**src/rtl/tmr_pkg.sv**
```systemverilog
package tmr_pkg;

  localparam int unsigned CNT_W    = 32;
  localparam int unsigned CFG_W    = 4;
  localparam int unsigned SHIFT_W  = 3;
  localparam int unsigned PRESCALE = 16;
  localparam int unsigned ADDR_W   = 2;

  localparam logic [ADDR_W-1:0] ADDR_LOAD   = 2'd0;
  localparam logic [ADDR_W-1:0] ADDR_DIV    = 2'd1;
  localparam logic [ADDR_W-1:0] ADDR_REMAIN = 2'd2;
  localparam logic [ADDR_W-1:0] ADDR_SPARE  = 2'd3;

  // only bits 3, 1 and 0 of the divide code are stored
  localparam logic [CFG_W-1:0] DIV_KEEP = 4'b1011;

  // shift = ({b3,b1,b0} + 1) wrapped to three bits
  function automatic logic [SHIFT_W-1:0] div_shift(input logic [CFG_W-1:0] code);
    logic [SHIFT_W-1:0] raw;
    raw = {code[3], code[1:0]};
    return raw + 3'd1;
  endfunction

endpackage

```
**src/rtl/tmr_divcfg.sv**
```systemverilog
module tmr_divcfg
  import tmr_pkg::*;
#(
  parameter int unsigned W_CFG   = CFG_W,
  parameter int unsigned W_SHIFT = SHIFT_W
) (
  input  logic               clk,
  input  logic               rst_n,
  input  logic               wr_en,
  input  logic [W_CFG-1:0]   wdata,
  output logic [W_CFG-1:0]   cfg_q,
  output logic [W_SHIFT-1:0] shift
);

  logic [W_CFG-1:0] cfg_d;

  always_comb begin
    cfg_d = cfg_q;
    if (wr_en) cfg_d = wdata & DIV_KEEP;
  end

  always_ff @(posedge clk or negedge rst_n) begin
    if (!rst_n) cfg_q <= '0;
    else        cfg_q <= cfg_d;
  end

  assign shift = div_shift(cfg_q);


  div_hold_chk: assert property (@(posedge clk) disable iff (!rst_n)
    !wr_en |=> $stable(cfg_q));

endmodule

```
**src/rtl/tmr_prescale.sv**
```systemverilog
module tmr_prescale
  import tmr_pkg::*;
#(
  parameter int unsigned W_SHIFT = SHIFT_W,
  parameter int unsigned PRE     = PRESCALE
) (
  input  logic               clk,
  input  logic               rst_n,
  input  logic               load,
  input  logic               run,
  input  logic [W_SHIFT-1:0] shift,
  output logic               tick
);

  localparam int unsigned PRE_W = $clog2(PRE);
  localparam int unsigned PER_W = PRE_W + (1 << W_SHIFT);

  logic [PER_W-1:0] term_q, term_d;
  logic [PER_W-1:0] pre_q,  pre_d;

  assign tick = run && (pre_q == term_q);

  always_comb begin
    term_d = term_q;
    pre_d  = pre_q;
    if (load) begin
      term_d = (PER_W'(PRE) << shift) - PER_W'(1);
      pre_d  = '0;
    end else if (run) begin
      if (tick) pre_d = '0;
      else      pre_d = pre_q + PER_W'(1);
    end
  end

  always_ff @(posedge clk or negedge rst_n) begin
    if (!rst_n) begin
      term_q <= '0;
      pre_q  <= '0;
    end else begin
      term_q <= term_d;
      pre_q  <= pre_d;
    end
  end


  pre_in_range_chk: assert property (@(posedge clk) disable iff (!rst_n)
    pre_q <= term_q);


  period_hold_chk: assert property (@(posedge clk) disable iff (!rst_n)
    !load |=> $stable(term_q));

endmodule

```
**src/rtl/tmr_counter.sv**
```systemverilog
module tmr_counter
  import tmr_pkg::*;
#(
  parameter int unsigned W_CNT = CNT_W
) (
  input  logic             clk,
  input  logic             rst_n,
  input  logic             load,
  input  logic [W_CNT-1:0] load_val,
  input  logic             tick,
  output logic [W_CNT-1:0] remain,
  output logic             active,
  output logic             expire
);

  logic [W_CNT-1:0] remain_d;
  logic             active_d;
  logic             expire_d;

  always_comb begin
    remain_d = remain;
    active_d = active;
    expire_d = 1'b0;
    if (load) begin
      remain_d = load_val;
      active_d = |load_val;
    end else if (tick) begin
      remain_d = remain - W_CNT'(1);
      if (remain == W_CNT'(1)) begin
        active_d = 1'b0;
        expire_d = 1'b1;
      end
    end
  end

  always_ff @(posedge clk or negedge rst_n) begin
    if (!rst_n) begin
      remain <= '0;
      active <= 1'b0;
      expire <= 1'b0;
    end else begin
      remain <= remain_d;
      active <= active_d;
      expire <= expire_d;
    end
  end


  expire_single_chk: assert property (@(posedge clk) disable iff (!rst_n)
    expire |=> !expire);


  expire_at_zero_chk: assert property (@(posedge clk) disable iff (!rst_n)
    expire |-> (remain == '0) && !active);


  zero_load_quiet_chk: assert property (@(posedge clk) disable iff (!rst_n)
    (load && (load_val == '0)) |=> (!active && !expire && remain == '0));


  no_rise_chk: assert property (@(posedge clk) disable iff (!rst_n)
    !load |=> (remain <= $past(remain)));


  idle_hold_chk: assert property (@(posedge clk) disable iff (!rst_n)
    (!active && !load) |=> $stable(remain));

endmodule

```
**src/rtl/oneshot_timer.sv**
```systemverilog
module oneshot_timer
  import tmr_pkg::*;
#(
  parameter int unsigned W_CNT   = CNT_W,
  parameter int unsigned W_CFG   = CFG_W,
  parameter int unsigned W_ADDR  = ADDR_W,
  parameter int unsigned W_SHIFT = SHIFT_W,
  parameter int unsigned PRE     = PRESCALE
) (
  input  logic              clk,
  input  logic              rst_n,
  input  logic              wr_en,
  input  logic [W_ADDR-1:0] addr,
  input  logic [W_CNT-1:0]  wdata,
  output logic [W_CNT-1:0]  rdata,
  output logic              expire
);

  logic rst_meta, rst_core;

  always_ff @(posedge clk or negedge rst_n) begin
    if (!rst_n) begin
      rst_meta <= 1'b0;
      rst_core <= 1'b0;
    end else begin
      rst_meta <= 1'b1;
      rst_core <= rst_meta;
    end
  end

  logic               wr_load, wr_div;
  logic [W_CNT-1:0]   init_q, init_d;
  logic [W_CFG-1:0]   cfg_q;
  logic [W_SHIFT-1:0] shift;
  logic               tick;
  logic [W_CNT-1:0]   remain;
  logic               active;

  assign wr_load = wr_en && (addr == ADDR_LOAD);
  assign wr_div  = wr_en && (addr == ADDR_DIV);

  always_comb begin
    init_d = init_q;
    if (wr_load) init_d = wdata;
  end

  always_ff @(posedge clk or negedge rst_core) begin
    if (!rst_core) init_q <= '0;
    else           init_q <= init_d;
  end

  tmr_divcfg #(.W_CFG(W_CFG), .W_SHIFT(W_SHIFT)) u_div (
    .clk   (clk),
    .rst_n (rst_core),
    .wr_en (wr_div),
    .wdata (wdata[W_CFG-1:0]),
    .cfg_q (cfg_q),
    .shift (shift)
  );

  tmr_prescale #(.W_SHIFT(W_SHIFT), .PRE(PRE)) u_pre (
    .clk   (clk),
    .rst_n (rst_core),
    .load  (wr_load),
    .run   (active),
    .shift (shift),
    .tick  (tick)
  );

  tmr_counter #(.W_CNT(W_CNT)) u_cnt (
    .clk      (clk),
    .rst_n    (rst_core),
    .load     (wr_load),
    .load_val (wdata),
    .tick     (tick),
    .remain   (remain),
    .active   (active),
    .expire   (expire)
  );

  always_comb begin
    case (addr)
      ADDR_LOAD:   rdata = init_q;
      ADDR_DIV:    rdata = {{(W_CNT-W_CFG){1'b0}}, cfg_q};
      ADDR_REMAIN: rdata = remain;
      default:     rdata = '0;
    endcase
  end


  remain_ro_chk: assert property (@(posedge clk) disable iff (!rst_core)
    (wr_en && addr == ADDR_REMAIN) |=> (remain <= $past(remain)) && $stable(init_q));


  reset_quiet_chk: assert property (@(posedge clk)
    !rst_core |-> !expire);

endmodule

```
**config.mk**
```make
export PLATFORM = sky130hd
export DESIGN_NAME = oneshot_timer
export DESIGN_NICKNAME = d
export VERILOG_FILES = /design/src/rtl/tmr_pkg.sv /design/src/rtl/tmr_divcfg.sv /design/src/rtl/tmr_prescale.sv /design/src/rtl/tmr_counter.sv /design/src/rtl/oneshot_timer.sv
export SDC_FILE = /design/constraint.sdc
export NUM_CORES = 1
export LEC_CHECK = 0
export ABC_AREA = 1
export ABC_CLOCK_PERIOD_IN_PS = 7000
export BUFFER_PORTS_ARGS = -buffer_cell sky130_fd_sc_hd__buf_2
export CAP_MARGIN = 20
export CORE_MARGIN = 1.5
export CORE_UTILIZATION = 52
export CTS_CLUSTER_DIAMETER = 150
export DETAILED_ROUTE_END_ITERATION = 8
export GPL_TIMING_DRIVEN = 0
export PLACE_DENSITY = 0.84
export SYNTH_ARGS = -nofsm -noshare
export SYNTH_HDL_FRONTEND = slang
export SYNTH_SLANG_ARGS = --single-unit
```
**constraint.sdc**
```tcl
create_clock -name clk -period 7 [get_ports clk]
set_input_delay 1.05 -clock clk [delete_from_list [all_inputs] [get_ports clk]]
set_output_delay 1.05 -clock clk [all_outputs]
set_load 0.02 [all_outputs]
```
==> out/metrics.yaml, run 1 <==
power:
  ir_drop_uv: 136
  finalPower_mw: 1.72
  power_density_mw_per_mm2: 272
  p_leak_nw: 3.21
route:
  drt_first_iter_violations: 608
  met1_length_mm: 7.24
  viasPerCell: 5.58
  dr_wl_met2_mm: 7.18
  wl_mm: 16.5
  firstDrtPassIters: 6
  wl_met3_mm: 1.77
  drc: 0
  antenna_left: 0
  highest_layer: "met4"
  drt-wirelength-per-cell_um: 16.4
  routed-via-count: 5643
yosys:
  ys_types: 37
  yosys-top-cells-area: "dfrtp_1, nand2_1, inv_1"
  synth_largest_area_cell: "dfrtp_1"
  netlist_area_mm2: 0.00556
  synth_edf_count: 0
  synth_cells: 792
  synth-seq-cells: 92
  yosysSeqAreaShare_pct: 41.4
  ys.flop_type: "dfrtp_1"
  async_flop_share_pct: 100
  synth_nets: 833
  avgSynthCellArea_um2: 7.02
  synth_top_area_share_pct: 41.4
  ys_warn_count: 0
clocking:
  htreeDepth: 3
  worst_skew_pair.late_latency_ns: 0.37
  tritoncts: "done"
  cts_root_buf: "clkbuf_8"
  ctsHoldBuffers: 0
  numCtsBuffers: 9
  path_clk_slew_ns: 0.08
  cts.path.max_buffers: 2
  clock-sinks: 92
  cts_resized: 0
  postCtsSetupRepairBufs: 0
die:
  ioPinCount: 70
  die_h_um: 106
  core_area_mm2: 0.0104
  die-area_mm2: 0.0113
  initial_utilization_pct: 53.6
  die_x_um: 106
  num_rows: 37
global_route:
  overflow: 0
  antenna_found_initial: 0
  grt_max_degree: 50
  grt_pass1_wl_mm: 26.6
  grt_pass1_vias: 5245
  grt_usage_pct: 30.7
cells_and_area:
  final_cells: 1012
  final_area_mm2: 0.00632
  final_cell_mix: "nand2_1, inv_1, nor2_1"
  final_util_pct: 61.0
  diodes: 0
  area_growth_pct: 13.7
  num-nets-final: 914
  drive_gt1_share_pct: 14.8
  final_common_cell: "nand2_1"
worst_setup_path:
  crit_chain: "buf_2 > inv_2 > nand2_1 > buf_1 > o22ai_1 > buf_2"
  crit_path_end_kind: "primary output"
  timing.rr.end: "u_cnt.remain[26]$_DFFE_PN0P_"
  worstSetupStartpointType: "primary input"
  cp.arrival_ns: 2.51
  reg2reg_slack_ns: 5.01
  criticalPathCategory: "primary input to primary output"
  r2r-start: "u_cnt.remain[0]$_DFFE_PN0P_"
  worstPathRequired_ns: 5.95
  reg2reg_depth: 9
  cp_max_fo: 10
  cpPeakStageDelay_ns: 0.64
  crit_slowest_cell: "buf_1"
  crit_top_cell: "buf_2"
sta:
  slew_headroom_pct: 45.5
  maxSlewViolCount: 0
  setup_slack_ns: 3.44
  rsz0062_at_grt: "no"
  timing.setup.tns_ns: 0
  worst_slew_pin_slew_ns: 0.818
  hold_viol_final: 0
  fmax_mhz: 281
  finalCritPeriodShare_pct: 50.9
  clock_skew_ns: 0.00789
  timing.final.setup_violations: 0
  holdWs_ns: 0.333
  timing.final.crit_period_ns: 3.56
placement:
  port_buffers: 69
  dp_worst_setup_slack_ns: 3.53
  gp_congestion: 0.963
  numPlacedInstances: 998
  dpl_cell_area_mm2: 0.00611
  dp_hpwl_mm: 12.1
outcome:
  outcome: "completed"
min_path:
  hold_path_class: "register to async pin"
job:
  cap_violations: 0
## logic make-up (layout without fill, tap and decap cells)
family / Yosys count / in the layout / synth area share (%)
DFF: 92 / 92 / 41.4
and+or+nand+nor: 426 / 426 / 33.4
other: 1 / 1 / 0.0674
xor gates and xnor gates: 16 / 16 / 2.52
buffers and inverters: 136 / 220 / 9.92
adders and majority gates: 4 / 4 / 0.900
muxes: 1 / 1 / 0.203
AOI/OAI and AO/OA: 116 / 116 / 11.5
## worst max-delay path, delay by kind of cell
family | cells | cell delay, ns
compound gates | 1 | 0.24
buf+inv | 4 | 1.07
simple gates | 1 | 0.15
## registers in the layout, summed over array words and instances, names as in the netlist
| signal | count |
|---|---|
| rst_meta | 1 |
| u_cnt.expire | 1 |
| u_cnt.active | 1 |
| rst_core | 1 |
| u_div.cfg_q | 3 |
| init_q | 32 |
| u_cnt.remain | 32 |
| u_pre.pre_q | 12 |
| u_pre.term_q | 9 |
## cell usage after synthesis, drive strengths merged, types with 4 or more instances
| cell | n |
|---|---|
| nand2 | 215 |
| inv | 111 |
| nor2 | 110 |
| dfrtp | 92 |
| nand3 | 73 |
| o21ai | 68 |
| o22ai | 29 |
| buf | 19 |
| xor2 | 16 |
| nand4 | 13 |
| a21oi | 10 |
| nor3 | 7 |
| clkbuf | 6 |
| ha | 4 |
| nor4 | 4 |
| o21bai | 4 |
## metal layers
layer / track usage (%) / vias to the layer above
li1: - / 2709
met2: 45.5 / 309
met4: 11.3 / 0
met1: 43.7 / 2593
met5: 0 / -
met3: 7.42 / 32
## power breakdown
group	internal, mW	switching, mW	leakage (nW)
registers	0.632	0.102	1.15
logic	0.195	0.390	1.95
clock network	0.217	0.183	0.109
total	1.04	0.674	3.21
## area by class of cell
class,count,area (µm²)
flip-flops and latches,92,2310
clock buffers,12,155
inverters,111,417
plain buffers,25,135
well taps,136,170
clock inverters,2,60.1
repair buffers,70,373
fillers,983,4050
multi-input cells,564,2710
## worst max path at each step
stage | start | endpoint | slack (ns) | depth (start not counted)
3_3_place_gp | rst_core$_DFF_PN0_ | init_q[28]$_DFFE_PN0P_ | 3.20 | 0
4_1_cts | addr[0] | rdata[6] | 3.52 | 6
6_report | addr[0] | rdata[6] | 3.44 | 6
2_1_floorplan | addr[1] | rdata[4] | 4.00 | 4
5_1_grt | addr[0] | rdata[6] | 3.43 | 6
3_5_place_dp | addr[0] | rdata[6] | 3.53 | 6
Power figures use the tool's default switching activity.
==> inputs of run 2 (changes only) <==
- ABC_CLOCK_PERIOD_IN_PS: 7000 -> 3300
- clock period: 7 -> 3.3 ns (I/O delays scaled with it)
==> out/metrics.yaml, run 2 (synthesis results as in run 1) <==
clocking:
  cts_resized: 0  # unchanged
  cts.path.max_buffers: 2  # unchanged
  clock-sinks: 92  # unchanged
  cts_root_buf: "clkbuf_8"
  tritoncts: "done"
  numCtsBuffers: 9  # unchanged
  path_clk_slew_ns: 0.08  # about the same
  worst_skew_pair.late_latency_ns: 0.37  # about the same
  htreeDepth: 3  # unchanged
worst_setup_path:
  r2r-start: "u_cnt.remain[0]$_DFFE_PN0P_"
  worstSetupStartpoint: "addr[0]"
  worstPathRequired_ns: 2.80  # -3.15 ns
  criticalPathCategory: "primary input to primary output"
  reg2reg_slack_ns: 1.32  # -3.69 ns
  cp_max_fo: 10  # unchanged
  crit_path_end_kind: "primary output"
  worstSetupStartpointType: "primary input"
  reg2reg_depth: 9  # unchanged
  cp.arrival_ns: 1.96  # -0.55 ns
cells_and_area:
  num-nets-final: 915  # +0.11%
  final_cell_mix: "nand2_1, inv_1, nor2_1"
  final_common_cell: "nand2_1"
  area_growth_pct: 13.9
  final_area_mm2: 0.00633  # +0.16%
  diodes: 0  # unchanged
  final_cells: 1013  # +0.099%
  reg_top3: "init_q: 32 flops, u_cnt.remain: 32 flops, u_pre.pre_q: 12 flops"
  drive_gt1_share_pct: 14.8  # -0.017 points
power:
  power_density_mw_per_mm2: 576  # +110%
  p_leak_nw: 3.21  # +0.13%
  ir_drop_uv: 288  # +110%
die:
  die_x_um: 106  # unchanged
  initial_utilization_pct: 53.6  # unchanged
  core_area_mm2: 0.0104  # unchanged
  num_rows: 37  # unchanged
  ioPinCount: 70  # unchanged
  die-area_mm2: 0.0113  # unchanged
  die_h_um: 106  # unchanged
route:
  routed-via-count: 5675  # +0.57%
  viasPerCell: 5.60  # +0.47%
  drt-wirelength-per-cell_um: 16.3  # about the same
  wl_mm: 16.6  # about the same
  antenna_left: 0  # unchanged
  drc: 0  # unchanged
  drt_first_iter_violations: 666  # +9.5%
  firstDrtPassIters: 6  # unchanged
global_route:
  overflow: 0  # unchanged
  grt_pass1_wl_mm: 26.6  # unchanged
  grt_max_degree: 50  # unchanged
  grt_usage_pct: 30.7  # unchanged
  grt_pass1_vias: 5247  # +0.038%
  antenna_found_initial: 0  # unchanged
sta:
  clock_skew_ns: 0.00765  # -0.000243 ns
  holdWs_ns: 0.330  # -0.00301 ns
  worst_slew_pin_slew_ns: 0.808  # -0.00969 ns
  timing.final.crit_period_ns: 2.46
  timing.setup.tns_ns: 0  # unchanged
  hold_viol_final: 0  # unchanged
  finalCritPeriodShare_pct: 74.5
  slew_headroom_pct: 46.1  # +0.65 points
  rsz0062_at_grt: "no"
  setup_slack_ns: 0.843  # -2.59 ns
  fmax_mhz: 407
  timing.final.setup_violations: 0  # unchanged
  maxSlewViolCount: 0  # unchanged
job:
  cap_violations: 0  # unchanged
placement:
  dp_hpwl_mm: 12.1  # unchanged
  dp_worst_setup_slack_ns: 0.936  # -2.59 ns
  numPlacedInstances: 998  # unchanged
  gp_congestion: 0.963  # unchanged
  dpl_cell_area_mm2: 0.00611  # unchanged
  port_buffers: 69  # unchanged
min_path:
  hold_path_class: "register to async pin"
outcome:
  outcome: "completed"
-- run 2: cell types whose count changed in the layout (fill, tap and decap cells not counted) --
cell / delta
dlygate4sd3_1: +1
-- run 2: path summary, 6_finish.rpt --
check	to
max	rdata[6]
min	u_pre.term_q[5]$_DFFE_PN0P_
max reg2reg	u_cnt.remain[26]$_DFFE_PN0P_
min reg2reg	u_pre.term_q[5]$_DFFE_PN0P_
max in group asynchronous	u_pre.pre_q[3]$_DFFE_PN0P_
min in group clk	rst_core$_DFF_PN0_
-- run 2: per-stage QoR --
step	total power, mW	util [%]
after floorplan	2.43	-
after global placement	2.74	58.6
final	3.65	61.1
after detailed placement	2.77	58.9
after CTS	3.62	61.1
after global routing	3.89	61.1
-- run 2: critical path: stages --
cell     delay [ns]
buf_2          0.13
inv_2          0.07
nand2_1        0.15
buf_1          0.64
o22ai_1        0.24
buf_2          0.23
-- run 2: area by class of cell --
type / instances / area (µm²)
Fill cell: 985 / 4040
Multi-Input combinational cell: 564 / 2710
Sequential cell: 92 / 2310
Inverter: 111 / 417
Timing Repair Buffer: 71 / 383
Tap cell: 136 / 170
Clock buffer: 12 / 155
Buffer: 25 / 135
Clock inverter: 2 / 60.1
-- run 2: per-layer routing --
layer	GRT usage [%]	vias to the layer above	part of all wire (%)
met4	11.3	0	2.6
met5	0	-	0
met2	45.5	321	43
li1	-	2709	-
met1	43.7	2609	44
met3	7.42	36	11
-- run 2: where the power goes --
group          total, mW  internal [mW]  leakage, nW  switching, mW
combinational       1.24          0.414         1.95          0.828
sequential          1.56           1.34         1.15          0.216
clock              0.848          0.461        0.109          0.387
-- run 2: timing repair --
action	in CTS	in global routing
endpoints found under the hold margin	2	0
buffers inserted	0	0
setup endpoints to repair	0	0
hold buffers	1	0
